[config.mk]
export PLATFORM = sky130hd
export DESIGN_NAME = dram_addr_mux
export DESIGN_NICKNAME = d
export VERILOG_FILES = /design/src/rtl/dram_addr_pkg.sv /design/src/rtl/dam_latch_ctrl.sv /design/src/rtl/dam_hold_reg.sv /design/src/rtl/dam_col_ctr.sv /design/src/rtl/dam_out_mux.sv /design/src/rtl/dram_addr_mux.sv
export SDC_FILE = /design/constraint.sdc
export NUM_CORES = 1
export LEC_CHECK = 0
export BUFFER_PORTS_ARGS = -buffer_cell sky130_fd_sc_hd__buf_2
export CORE_MARGIN = 2
export CORE_UTILIZATION = 51
export CTS_CLUSTER_DIAMETER = 150
export CTS_CLUSTER_SIZE = 16
export DETAILED_ROUTE_END_ITERATION = 6
export PLACE_DENSITY_LB_ADDON = 0.08
export REMOVE_ABC_BUFFERS = 1
export SLEW_MARGIN = 20
export SYNTH_ARGS = -nofsm -noshare
export SYNTH_HDL_FRONTEND = slang
export SYNTH_HIERARCHICAL = 1
export SYNTH_SLANG_ARGS = --single-unit
[constraint.sdc]
create_clock -name clk -period 2.6 [get_ports clk]
set_input_delay 0.39 -clock clk [delete_from_list [all_inputs] [get_ports clk]]
set_output_delay 0.39 -clock clk [all_outputs]
set_load 0.01 [all_outputs]
[src/rtl/dram_addr_pkg.sv]
package dram_addr_pkg;
   typedef enum logic [1:0] {
      PH_ROW  = 2'd0,
      PH_HOLD = 2'd1,
      PH_BACK = 2'd2
   } phase_e;
endpackage

[src/rtl/dam_latch_ctrl.sv]
module dam_latch_ctrl (
   input  logic clk,
   input  logic rst_n,
   input  logic strobe,
   input  logic mode_async,
   input  logic bypass,
   input  logic access_on,
   output logic open_now
);
   logic closed_q;

   assign open_now = bypass | (~mode_async & strobe) | (mode_async & ~closed_q);

   always_ff @(posedge clk or negedge rst_n) begin
      if (!rst_n)
         closed_q <= 1'b0;
      else if (!mode_async)
         closed_q <= 1'b0;
      else if (strobe)
         closed_q <= 1'b1;
      else if (!access_on)
         closed_q <= 1'b0;
   end

   // a strobe in asynchronous mode closes the latch
   a_r4_strobe_closes: assert property (@(posedge clk) disable iff (!rst_n)
      (mode_async && strobe) |=> closed_q);
   // the latch reopens only at an idle edge
   a_r4_idle_reopens: assert property (@(posedge clk) disable iff (!rst_n)
      (closed_q && mode_async && (strobe || access_on)) |=> closed_q);
endmodule

[src/rtl/dam_hold_reg.sv]
module dam_hold_reg #(
   parameter int W = 11
) (
   input  logic         clk,
   input  logic         rst_n,
   input  logic         open_now,
   input  logic [W-1:0] d,
   output logic [W-1:0] q
);
   logic [W-1:0] held_q;

   always_ff @(posedge clk or negedge rst_n) begin
      if (!rst_n)
         held_q <= '0;
      else if (open_now)
         held_q <= d;
   end

   assign q = open_now ? d : held_q;

   // a closed latch keeps its stored value
   a_r3_closed_stable: assert property (@(posedge clk) disable iff (!rst_n)
      !open_now |=> $stable(held_q));
endmodule

[src/rtl/dam_col_ctr.sv]
module dam_col_ctr #(
   parameter int W = 11
) (
   input  logic         clk,
   input  logic         rst_n,
   input  logic         open_now,
   input  logic         inc,
   input  logic [W-1:0] d,
   output logic [W-1:0] q
);
   logic [W-1:0] col_q;

   always_ff @(posedge clk or negedge rst_n) begin
      if (!rst_n)
         col_q <= '0;
      else if (open_now)
         col_q <= d;
      else if (inc)
         col_q <= col_q + 1'b1;
   end

   assign q = open_now ? d : col_q;

   // all-ones steps to zero
   a_r5_wrap: assert property (@(posedge clk) disable iff (!rst_n)
      (inc && !open_now && col_q == '1) |=> (col_q == '0));
   // no step without an increment
   a_r6_no_step: assert property (@(posedge clk) disable iff (!rst_n)
      (!inc && !open_now) |=> $stable(col_q));
endmodule

[src/rtl/dam_out_mux.sv]
module dam_out_mux
   import dram_addr_pkg::*;
#(
   parameter int ROW_W = 11,
   parameter int COL_W = 11,
   parameter int AW    = 11
) (
   input  logic             clk,
   input  logic             rst_n,
   input  logic             access_on,
   input  logic             col_sel,
   input  logic             pipe_en,
   input  logic             rfsh_busy,
   input  logic [ROW_W-1:0] row,
   input  logic [COL_W-1:0] col,
   input  logic [ROW_W-1:0] rfsh_row,
   output logic [AW-1:0]    addr
);
   phase_e ph_q, ph_d;
   logic [AW-1:0] row_x, col_x, ref_x;

   assign row_x = AW'(row);
   assign col_x = AW'(col);
   assign ref_x = AW'(rfsh_row);

   always_comb begin
      ph_d = ph_q;
      unique case (ph_q)
         PH_ROW:  if (access_on && col_sel) ph_d = PH_HOLD;
         PH_HOLD: if (!access_on) ph_d = PH_ROW;
                  else if (pipe_en) ph_d = PH_BACK;
         PH_BACK: if (!access_on) ph_d = PH_ROW;
         default: ph_d = PH_ROW;
      endcase
   end

   always_ff @(posedge clk or negedge rst_n) begin
      if (!rst_n) ph_q <= PH_ROW;
      else        ph_q <= ph_d;
   end

   always_comb begin
      if (rfsh_busy)
         addr = ref_x;
      else if (!access_on)
         addr = row_x;
      else begin
         unique case (ph_q)
            PH_ROW:  addr = col_sel ? col_x : row_x;
            PH_HOLD: addr = col_x;
            default: addr = row_x;
         endcase
      end
   end

   // one cycle of column hold, then back to row
   a_r9_return_row: assert property (@(posedge clk) disable iff (!rst_n)
      (ph_q == PH_HOLD && access_on && pipe_en) |=> (ph_q == PH_BACK));
   // column held while the access lasts
   a_r10_hold_col: assert property (@(posedge clk) disable iff (!rst_n)
      (ph_q == PH_HOLD && access_on && !pipe_en) |=> (ph_q == PH_HOLD));
   // refresh row on the bus
   a_r7_refresh_addr: assert property (@(posedge clk) disable iff (!rst_n)
      rfsh_busy |-> (addr == ref_x));
endmodule

[src/rtl/dram_addr_mux.sv]
module dram_addr_mux #(
   parameter int ROW_W  = 11,
   parameter int COL_W  = 11,
   parameter int BANK_W = 2,
   localparam int AW    = (ROW_W > COL_W) ? ROW_W : COL_W
) (
   input  logic              clk,
   input  logic              rst_n,
   input  logic [ROW_W-1:0]  row_in,
   input  logic [COL_W-1:0]  col_in,
   input  logic [BANK_W-1:0] bank_in,
   input  logic              addr_stb,
   input  logic              mode_async,
   input  logic              latch_bypass,
   input  logic              colinc,
   input  logic              rfsh_busy,
   input  logic [ROW_W-1:0]  rfsh_row,
   input  logic              col_sel,
   input  logic              access_on,
   input  logic              pipe_en,
   output logic [AW-1:0]     dram_addr,
   output logic [BANK_W-1:0] bank_out,
   output logic              rfsh_extend
);
   if (ROW_W < 2 || COL_W < 2 || BANK_W < 1) begin : g_bad_width
      initial $error("dram_addr_mux: address widths out of range");
   end

   logic             open_now;
   logic             col_step;
   logic [ROW_W-1:0] row_l;
   logic [COL_W-1:0] col_l;

   dam_latch_ctrl u_ctrl (
      .clk        (clk),
      .rst_n      (rst_n),
      .strobe     (addr_stb),
      .mode_async (mode_async),
      .bypass     (latch_bypass),
      .access_on  (access_on),
      .open_now   (open_now)
   );

   dam_hold_reg #(.W(ROW_W)) u_row (
      .clk(clk), .rst_n(rst_n), .open_now(open_now), .d(row_in), .q(row_l));

   dam_hold_reg #(.W(BANK_W)) u_bank (
      .clk(clk), .rst_n(rst_n), .open_now(open_now), .d(bank_in), .q(bank_out));

   assign col_step = colinc & ~rfsh_busy & access_on;

   dam_col_ctr #(.W(COL_W)) u_col (
      .clk(clk), .rst_n(rst_n), .open_now(open_now), .inc(col_step),
      .d(col_in), .q(col_l));

   dam_out_mux #(.ROW_W(ROW_W), .COL_W(COL_W), .AW(AW)) u_mux (
      .clk       (clk),
      .rst_n     (rst_n),
      .access_on (access_on),
      .col_sel   (col_sel),
      .pipe_en   (pipe_en),
      .rfsh_busy (rfsh_busy),
      .row       (row_l),
      .col       (col_l),
      .rfsh_row  (rfsh_row),
      .addr      (dram_addr)
   );

   assign rfsh_extend = colinc & rfsh_busy;

   // no extend request outside refresh
   a_r6_extend_only_refresh: assert property (@(posedge clk) disable iff (!rst_n)
      !rfsh_busy |-> !rfsh_extend);
   // bypass passes the bank through
   a_r2_bypass_bank: assert property (@(posedge clk) disable iff (!rst_n)
      latch_bypass |-> (bank_out == bank_in));
endmodule

==> results.md, run 1 <==
- Status: finished clean
- Setup WS post-layout: 181 ps
- DIE AREA: 4020 um^2
- PwrDens: 435 nW/um^2
- Setup Viol. Count Final: 0
- Fmax: 413 MHz
- Worst slack at placement: 248 ps
- CP Launch Type: flop
- CTS sink count: 27
- Setup TNS: 0 ps
- Initial drt markers: 100
- Mux contribution to synthesized area: 13.8%
- Synth Area in XOR/XNOR: 1.95%
- Deepest clock path buffer count: 2
- First-pass GRT wire length: 6.71 mm
- Post-synthesis area per instance: 10.1 um^2
- CP Data Required Time: 2210 ps
- Core Box Area: 3360 um^2
- CTS root buffer: clkbuf_4
- Clock transition at path regs: 150 ps
- Vias after detailed routing: 1477
- Fraction of layout cells with a size suffix above 1: 41.8%
- GPL Wtd Cong: 0.788
- Post-CTS setup buffers: 0
- Commonest cells after routing, fill and taps aside: buf_2 (58), dfrtp_1 (27), nand2_1 (24)
- DP HPWL: 2.98 mm
- N_diodes: 0
- DR vias/cell: 5.31
- Seq/Total Area, Yosys: 37.6%
- Slew @ Worst Pin: 609 ps
- Clock share of power: 20.2%
- Worst-path fanout max: 45
- Initial Util: 53.5%
- Post-synth cell types: 40
- Switching Share: 31.1%
- Vias in the first global route: 1461
- Syn. warnings: 6
- RSZ-0062 raised after global routing: no
- Max incr delay on CP: 410 ps
- Max Cap Violations: 0
- Worst reg-to-reg path cell count: 6
- TritonCTS buffer count: 3
- GRT Util Overall: 20.8%
- Final net count: 279
- Cell area after synthesis: 1800 um^2
- Leak: 1.06 nW
- CTS tree: yes
- Routed WL: 3.96 mm
- Row count: 21
- Compound-cell area share of the yosys netlist: 17.0%
- Cell Chain, Critical Path: nand2_1, a21o_1, buf_6, mux2_2, nand4b_1, o311ai_2, buf_2
- PortBufs: 58
- GRT overflow: 0
- IO Count: 59
- Worst path slowest cell: dfrtp_1
- Antenna-violating nets left: 0
- Synthesized instance count: 178
- Crit share post-route: 93.1%
- Clk Latency, worst-skew pair: 320 ps
- Switching power: 0.000290 W
- Largest net degree at the start of global routing: 46
- Layout area overhead: 19.0%
- VDD IR max: 0.267 mV
- Total power draw: 0.000932 W
- Die height: 63.4 um
- Combinational share of power: 27.9%
- Antenna violations before repair: 0
- Min Tclk post-route: 2420 ps
- Final clock skew: 1.69 ps
- Slew Limit Fails: 0
- Min-Delay Path Class: input pin to async pin
- CP Capture Type: output pin
- WS Path Type: flop to output pin
- Drt drc: 0
- Commonest non-fill, non-tap cell in the layout: buf_2
- Htree depth: 1
- Synthesized-area fraction occupied by adder cells: 0.696%
- Synthesized flop and latch total: 27
- Final hold viol count: 0
- Drt first pass iters: 4
- Pint: 0.000642 W
- Wire length per cell: 14.3 um
- Die Span X: 63.4 um
- Slew HR: 59.4%
- CP arrival: 2030 ps
- Simple-gate portion of the synthesized area: 21.2%
- Sequential power share: 52.0%
- Main combinational cell family by area after synthesis: simple AND/OR/NAND/NOR gates
## metrics by stage
stage / instance area, um^2 / hold WS, ps / cells / util [%]
6_report: 2140 / 47.8 / 278 / 63.6
5_1_grt: 2140 / 90.9 / 278 / 63.6
4_1_cts: 2140 / 67.3 / 278 / 63.5
3_5_place_dp: 2110 / 444 / 274 / 62.7
3_3_place_gp: 2110 / 438 / 274 / 62.7
2_1_floorplan: 1740 / 94.4 / 167 / -
## registers in the layout, indices dropped and copies added (netlist names)
register         cells
u_mux/ph_q           2
u_row/held_q        11
u_ctrl/closed_q      1
u_col/col_q         11
u_bank/held_q        2
## power groups by stage
| stage | sequential (W) | clock (W) | combinational [W] |
|---|---|---|---|
| floorplan | 0.000483 | 0 | 0.000163 |
| global placement | 0.000489 | 0 | 0.000253 |
| detailed placement | 0.000492 | 0 | 0.000261 |
| CTS | 0.000484 | 0.000196 | 0.000261 |
| global route | 0.000489 | 0.000210 | 0.000289 |
| finish | 0.000484 | 0.000188 | 0.000259 |
## logic make-up after synthesis
| family | Yosys count |
|---|---|
| and+or+nand+nor | 62 |
| adders and majority gates | 1 |
| buffers and inverters | 32 |
| DFF | 27 |
| AOI/OAI and AO/OA | 33 |
| xor gates and xnor gates | 4 |
| muxes | 19 |
## worst max-delay path: cells and delay by family (launching register included)
kind,cells,cell delay [ps]
AOI/OAI and AO/OA,2,240
muxes,1,390
DFF,1,410
and+or+nand+nor,2,180
buffers and inverters,2,480
## Yosys cell counts
cell | number | area, um^2
a21o_1 | 1 | 7.51
a21oi_1 | 1 | 5.00
a221oi_1 | 1 | 8.76
a311oi_1 | 1 | 8.76
a31oi_1 | 1 | 6.26
a32oi_1 | 1 | 8.76
and2_1 | 3 | 18.8
and2_2 | 1 | 7.51
and2_4 | 1 | 8.76
and3_1 | 2 | 12.5
and3b_1 | 2 | 17.5
and4_2 | 1 | 10.0
buf_1 | 1 | 3.75
buf_2 | 3 | 15.0
buf_6 | 2 | 22.5
clkbuf_1 | 5 | 18.8
dfrtp_1 | 27 | 676
ha_1 | 1 | 12.5
inv_1 | 21 | 78.8
mux2_2 | 7 | 78.8
mux2_4 | 10 | 150
mux2i_1 | 2 | 20.0
nand2_1 | 24 | 90.1
nand2b_1 | 1 | 6.26
nand3_1 | 4 | 20.0
nand4_1 | 2 | 12.5
nand4_4 | 1 | 21.3
nand4b_1 | 11 | 96.3
nor2_1 | 1 | 3.75
nor2b_1 | 3 | 18.8
o211ai_1 | 1 | 7.51
o21ai_0 | 13 | 65.1
o311ai_1 | 1 | 8.76
o311ai_2 | 10 | 163
o31a_1 | 1 | 8.76
o31ai_1 | 1 | 7.51
or2_1 | 1 | 6.26
or2_4 | 1 | 8.76
or4_1 | 3 | 22.5
xnor2_1 | 4 | 35.0
## layer usage
layer	track usage, %	share of wire [%]
met2	36.1	50
met4	4.08	0.48
met3	3.39	4.4
met1	27.4	46
met5	0	0
## final timing paths
| kind | end | start | slack, ps |
|---|---|---|---|
| setup / recovery | dram_addr[8] | u_ctrl/closed_q | 180 |
| hold / removal | u_col/col_q[0] | rst_n | 50 |
| setup reg to reg | u_col/col_q[10] | u_ctrl/closed_q | 870 |
| hold reg to reg | u_row/held_q[1] | u_row/held_q[1] | 510 |
| max in group asynchronous | u_ctrl/closed_q | rst_n | 2160 |
| min in group clk | u_col/col_q[7] | col_in[7] | 270 |
## timing repair
item,CTS,global route
setup endpoints to repair,0,2
hold buffers,0,0
resized for setup,0,1
## area by class of cell
type / instances / area, um^2
fillers: 324 / 1220
clock inverters: 1 / 5.00
well taps: 46 / 57.6
repair buffers: 61 / 317
clock buffers: 3 / 22.5
inverters: 21 / 78.8
flip-flops and latches: 27 / 676
multi-input cells: 119 / 983
Note: power is estimated with default switching activity, not from simulation.
==> run 2: changes to the inputs <==
==> constraint.sdc (replaced) <==
create_clock -name clk -period 2.29 [get_ports clk]
set_input_delay 0.3435 -clock clk [delete_from_list [all_inputs] [get_ports clk]]
set_output_delay 0.3435 -clock clk [all_outputs]
set_load 0.01 [all_outputs]
==> run 2 against run 1 <==
- via count increased by 4.7%
- sequential share of layout area is 1.5 points lower
- flip-flop and latch count unchanged
- first-iteration DRC count rose by 32%
- count of clock-buffer cells in the layout is the same
- total power rose by 17%
- non-clock buffer count up 4
- critical endpoint is now dram_addr[9]
- routed wire length grew 8.7%
- die area did not move
- register-to-register slack got worse by 230 ps
- the run now ends with hold timing left
- critical path depth unchanged
- hold slack worse by 51 ps
==> results.md, run 2 (synthesis results as in run 1) <==
- Status: complete, but fails checks
- Failing checks: hold timing
- Initial Util: 53.5%
- R2r startpoint: u_ctrl/closed_q
- Crit path max-delay family: flip-flops
- PwrDens: 485 nW/um^2
- Worst r2r dst: u_col/col_q[10]
- Worst path slowest cell: dfrtp_1
- DP HPWL: 3.02 mm
- Sequential power share: 50.4%
- Drt drc: 0
- Commonest non-fill, non-tap cell in the layout: buf_2
- Drt first pass iters: 4
- CTS tree: yes
- Deepest clock path buffer count: 2
- First-pass GRT wire length: 6.68 mm
- Wire length per cell: 15.3 um
- CP Data Required Time: 1950 ps
- Htree depth: 1
- Final hold viol count: 15
- Final clock skew: 15.3 ps
- GRT overflow: 0
- Fmax: 449 MHz
- WS Path Type: flop to output pin
- Clock share of power: 19.6%
- Finished Layout Cells: 282
- VDD IR max: 0.328 mV
- DIE AREA: 4020 um^2
- CTS root buffer: clkbuf_4
- Die height: 63.4 um
- Min Tclk post-route: 2230 ps
- N_diodes: 0
- Leak: 1.12 nW
- Clk Latency, worst-skew pair: 330 ps
- Pint: 0.000749 W
- Clock transition at path regs: 160 ps
- Max incr delay on CP: 420 ps
- GPL Wtd Cong: 0.781
- Hold_ws: -3.55 ps
- Commonest cells after routing, fill and taps aside: buf_2 (58), dfrtp_1 (27), nand2_1 (23)
- Layout area overhead: 25.1%
- Core Box Area: 3360 um^2
- Antenna-violating nets left: 0
- Antenna violations before repair: 0
- CP Buf/Inv Count: 2
- Initial drt markers: 132
- Top flop regs: u_col/col_q (11), u_row/held_q (11)
- Cell Chain, Critical Path: nand2_2, a21o_4, clkbuf_16, mux2_2, nand4b_1, o311ai_2, buf_2
- Final net count: 283
- Min-Delay Path Class: input pin to async pin
- TritonCTS buffer count: 3
- Switching Share: 31.3%
- Slew @ Worst Pin: 610 ps
- Setup Viol. Count Final: 0
- PortBufs: 58
- CP Launch Type: flop
- Post-layout util: 66.9%
- Combinational share of power: 30.0%
- Slew Limit Fails: 0
- RSZ-0062 raised after global routing: yes
- Slew HR: 59.3%
- CP Capture Type: output pin
- CTS sink count: 27
- IO Count: 59
- Fraction of layout cells with a size suffix above 1: 44.1%
- Die Span X: 63.4 um
- Row count: 21
- Cts-stage hold buffer count: 0
- Worst-path fanout max: 6
- Total power draw: 0.00109 W
- Routed WL: 4.31 mm
- Largest net degree at the start of global routing: 46
- Crit share post-route: 97.2%
- Vias after detailed routing: 1546
- R2R setup slack: 640 ps
- Switching power: 0.000341 W
- GRT Util Overall: 20.8%
- Worst reg-to-reg path cell count: 6
- Placed instance count: 274
- Max Cap Violations: 0
- DR vias/cell: 5.48
- Vias in the first global route: 1432
- CP arrival: 1880 ps
run 2: layout make-up:
class	count	area [um^2]
clock buffers	3	22.5
clock inverters	1	5.00
multi-input cells	119	1000
inverters	21	78.8
fillers	307	1110
repair buffers	65	408
flip-flops and latches	27	676
well taps	46	57.6
run 2: worst reg2reg max path, cell delays in order, from the launching register on:
cell and delay [ps]:
dfrtp_1 390, nand2_2 60, a21o_4 260, clkbuf_16 190
and3b_1 280, nand4_1 120, mux2_2 280
run 2: stage by stage:
| step | TNS [ps] | setup slack (ps) | area, um^2 |
|---|---|---|---|
| 6_report | 0 | 64.2 | 2250 |
| 5_1_grt | -157 | -49.3 | 2250 |
| 4_1_cts | 0 | 3.93 | 2150 |
| 3_5_place_dp | 0 | 141 | 2120 |
| 3_3_place_gp | 0 | 203 | 2120 |
| 2_1_floorplan | -236 | -86.9 | 1740 |
run 2: worst max path at each step:
| stage | endpoint | cells after the start | startpoint | slack, ps |
|---|---|---|---|---|
| floorplan | dram_addr[10] | 5 | mode_async | -90 |
| global placement | dram_addr[7] | 8 | mode_async | 200 |
| detailed placement | dram_addr[8] | 8 | mode_async | 140 |
| CTS | dram_addr[9] | 7 | u_ctrl/closed_q | 4 |
| global route | dram_addr[8] | 7 | u_ctrl/closed_q | -50 |
| finish | dram_addr[9] | 7 | u_ctrl/closed_q | 60 |
run 2: what timing repair did:
item / in CTS / in global routing
endpoints found under the setup margin: 1 / 11
setup buffers: 0 / 1
pin swaps: 0 / 10
gates cloned: 0 / 3
gates resized for setup: 1 / 11
run 2: power groups by stage:
stage               logic, W  clock network [W]  registers [W]
global placement    0.000290                  0       0.000555
floorplan           0.000185                  0       0.000549
CTS                 0.000302           0.000221       0.000549
finish              0.000327           0.000213       0.000550
detailed placement  0.000300                  0       0.000557
global route        0.000358           0.000240       0.000555
run 2: metal layers:
layer	routed length [um]	share of wire [%]	vias to the layer above	global-route usage, %
met3	221	5.1	4	2.86
met1	1960	45	738	28.0
met4	36	0.84	0	4.89
met2	2090	49	47	35.4
li1	-	-	757	-
met5	0	0	-	0
==> run 3: changes to the inputs <==
--- a/config.mk
+++ b/config.mk
@@ -11,6 +11,7 @@
 export CTS_CLUSTER_DIAMETER = 150
 export CTS_CLUSTER_SIZE = 16
 export DETAILED_ROUTE_END_ITERATION = 6
+export HOLD_SLACK_MARGIN = 0.1
 export PLACE_DENSITY_LB_ADDON = 0.08
 export REMOVE_ABC_BUFFERS = 1
 export SLEW_MARGIN = 20
==> run 3 against run 2 <==
- the flow now finishes without violations
- non-clock buffer count increased by 1
- register-to-register slack about the same
- global-route usage unchanged
- setup slack got worse by 0.84 ps
- clock skew about the same
- sequential power about the same
- final area increased by 0.45%
- routed wire length decreased by 0.37%
- via count decreased by 1.1%
- critical endpoint unchanged
- largest power group unchanged
==> results.md, run 3 (synthesis results as in run 1) <==
- Status: finished clean
- GPL Wtd Cong: 0.781
- Commonest non-fill, non-tap cell in the layout: buf_2
- RSZ-0062 raised after global routing: yes
- WS Path Type: flop to output pin
- Post-DP Area: 2120 um^2
- DIE AREA: 4020 um^2
- CTS root buffer: clkbuf_4
- Crit share post-route: 97.2%
- Antenna violations before repair: 0
- Finished Layout Cells: 283
- CP Data Required Time: 1950 ps
- Max incr delay on CP: 420 ps
- CP arrival: 1880 ps
- Min-Delay Path Class: input pin to flop
- Setup Viol. Count Final: 0
- Clock transition at path regs: 160 ps
- Largest net degree at the start of global routing: 46
- Slew HR: 59.1%
- Final hold viol count: 0
- Htree depth: 1
- GRT Util Overall: 20.8%
- VDD IR max: 0.328 mV
- Worst-path fanout max: 6
- Drt first pass iters: 4
- DR vias/cell: 5.40
- N_diodes: 0
- Slew Limit Fails: 0
- Top flop regs: u_col/col_q (11), u_row/held_q (11)
- Vias after detailed routing: 1529
- Setup WS post-layout: 63.3 ps
- Clk Latency, worst-skew pair: 330 ps
- CP Launch Type: flop
- Row count: 21
- Placed instance count: 274
- Initial Util: 53.5%
- CTS tree: yes
- Setup TNS: 0 ps
- GRT overflow: 0
- CP Capture Type: output pin
- Slew @ Worst Pin: 613 ps
- Max Cap Violations: 0
- Leak: 1.12 nW
- Drt drc: 0
- Fraction of layout cells with a size suffix above 1: 43.9%
- Final clock skew: 15.5 ps
- Vias in the first global route: 1432
- Fin area: 2260 um^2
- Final net count: 284
- Layout area overhead: 25.6%
- DP HPWL: 3.02 mm
- Commonest cells after routing, fill and taps aside: buf_2 (58), dfrtp_1 (27), nand2_1 (23)
- CTS sink count: 27
- PwrDens: 483 nW/um^2
- Cell Chain, Critical Path: nand2_2, a21o_4, clkbuf_16, mux2_2, nand4b_1, o311ai_2, buf_2
- Fmax: 449 MHz
- Antenna-violating nets left: 0
- Wire length per cell: 15.2 um
- Initial drt markers: 142
- Deepest clock path buffer count: 2
- First-pass GRT wire length: 6.68 mm
- PortBufs: 58
- TritonCTS buffer count: 3
- IO Count: 59
- Worst slack at placement: 141 ps
- Core Box Area: 3360 um^2
- Worst path slowest cell: dfrtp_1
- Die height: 63.4 um
- Min Tclk post-route: 2230 ps
- Routed WL: 4.29 mm
- Die Span X: 63.4 um
[run 3: worst paths after layout]
kind	to	from	cells after the start	slack [ps]
max reg2reg	u_col/col_q[10]	u_ctrl/closed_q	6	650
max	dram_addr[9]	u_ctrl/closed_q	7	60
max in group asynchronous	u_ctrl/closed_q	rst_n	2	1350
min	u_col/col_q[2]	col_in[2]	3	230
min reg2reg	u_bank/held_q[1]	u_bank/held_q[1]	1	510
min in group asynchronous	u_col/col_q[5]	rst_n	2	530
[run 3: what timing repair did]
item / in CTS / in global routing
gates resized for setup: 1 / 11
setup endpoints to repair: 1 / 11
pin swaps: 0 / 10
hold endpoints to repair: 27 / 0
buffers inserted: 0 / 1
hold buffers: 1 / 0
gates cloned: 0 / 3
[run 3: cell type report]
class                   count  area [um^2]
fillers                   305         1100
multi-input cells         119         1000
flip-flops and latches     27          676
repair buffers             66          418
inverters                  21         78.8
well taps                  46         57.6
clock buffers               3         22.5
clock inverters             1         5.00
[run 3: metrics by stage]
stage / util, % / power, W / hold slack, ps
final: 67.2 / 0.00109 / 230
after global routing: 67.2 / 0.00115 / 223
after CTS: 64.3 / 0.00107 / 224
after detailed placement: 63.1 / 0.000857 / 402
after global placement: 63.1 / 0.000845 / 388
after floorplan: - / 0.000733 / 47.9
[run 3: power by group]
part | switching, W | internal [W]
Clock | 0.000148 | 0.0000655
Sequential | 0.0000327 | 0.000517
Combinational | 0.000160 | 0.000168
[run 3: layer usage]
layer,up-vias,part of all wire [%],wire length (um),GRT usage [%]
li1,758,-,-,-
met1,728,46,1970,28.0
met2,39,48,2080,35.4
met3,4,4.7,202,2.86
met4,0,0.84,36,4.89
met5,-,0,0,0
[run 3: critical path, delay by kind of cell, from the launching register on]
| kind | cells | cell delay [ps] |
|---|---|---|
| AOI/OAI and AO/OA | 2 | 290 |
| buffers and inverters | 2 | 320 |
| DFF | 1 | 420 |
| muxes | 1 | 340 |
| and+or+nand+nor | 2 | 190 |
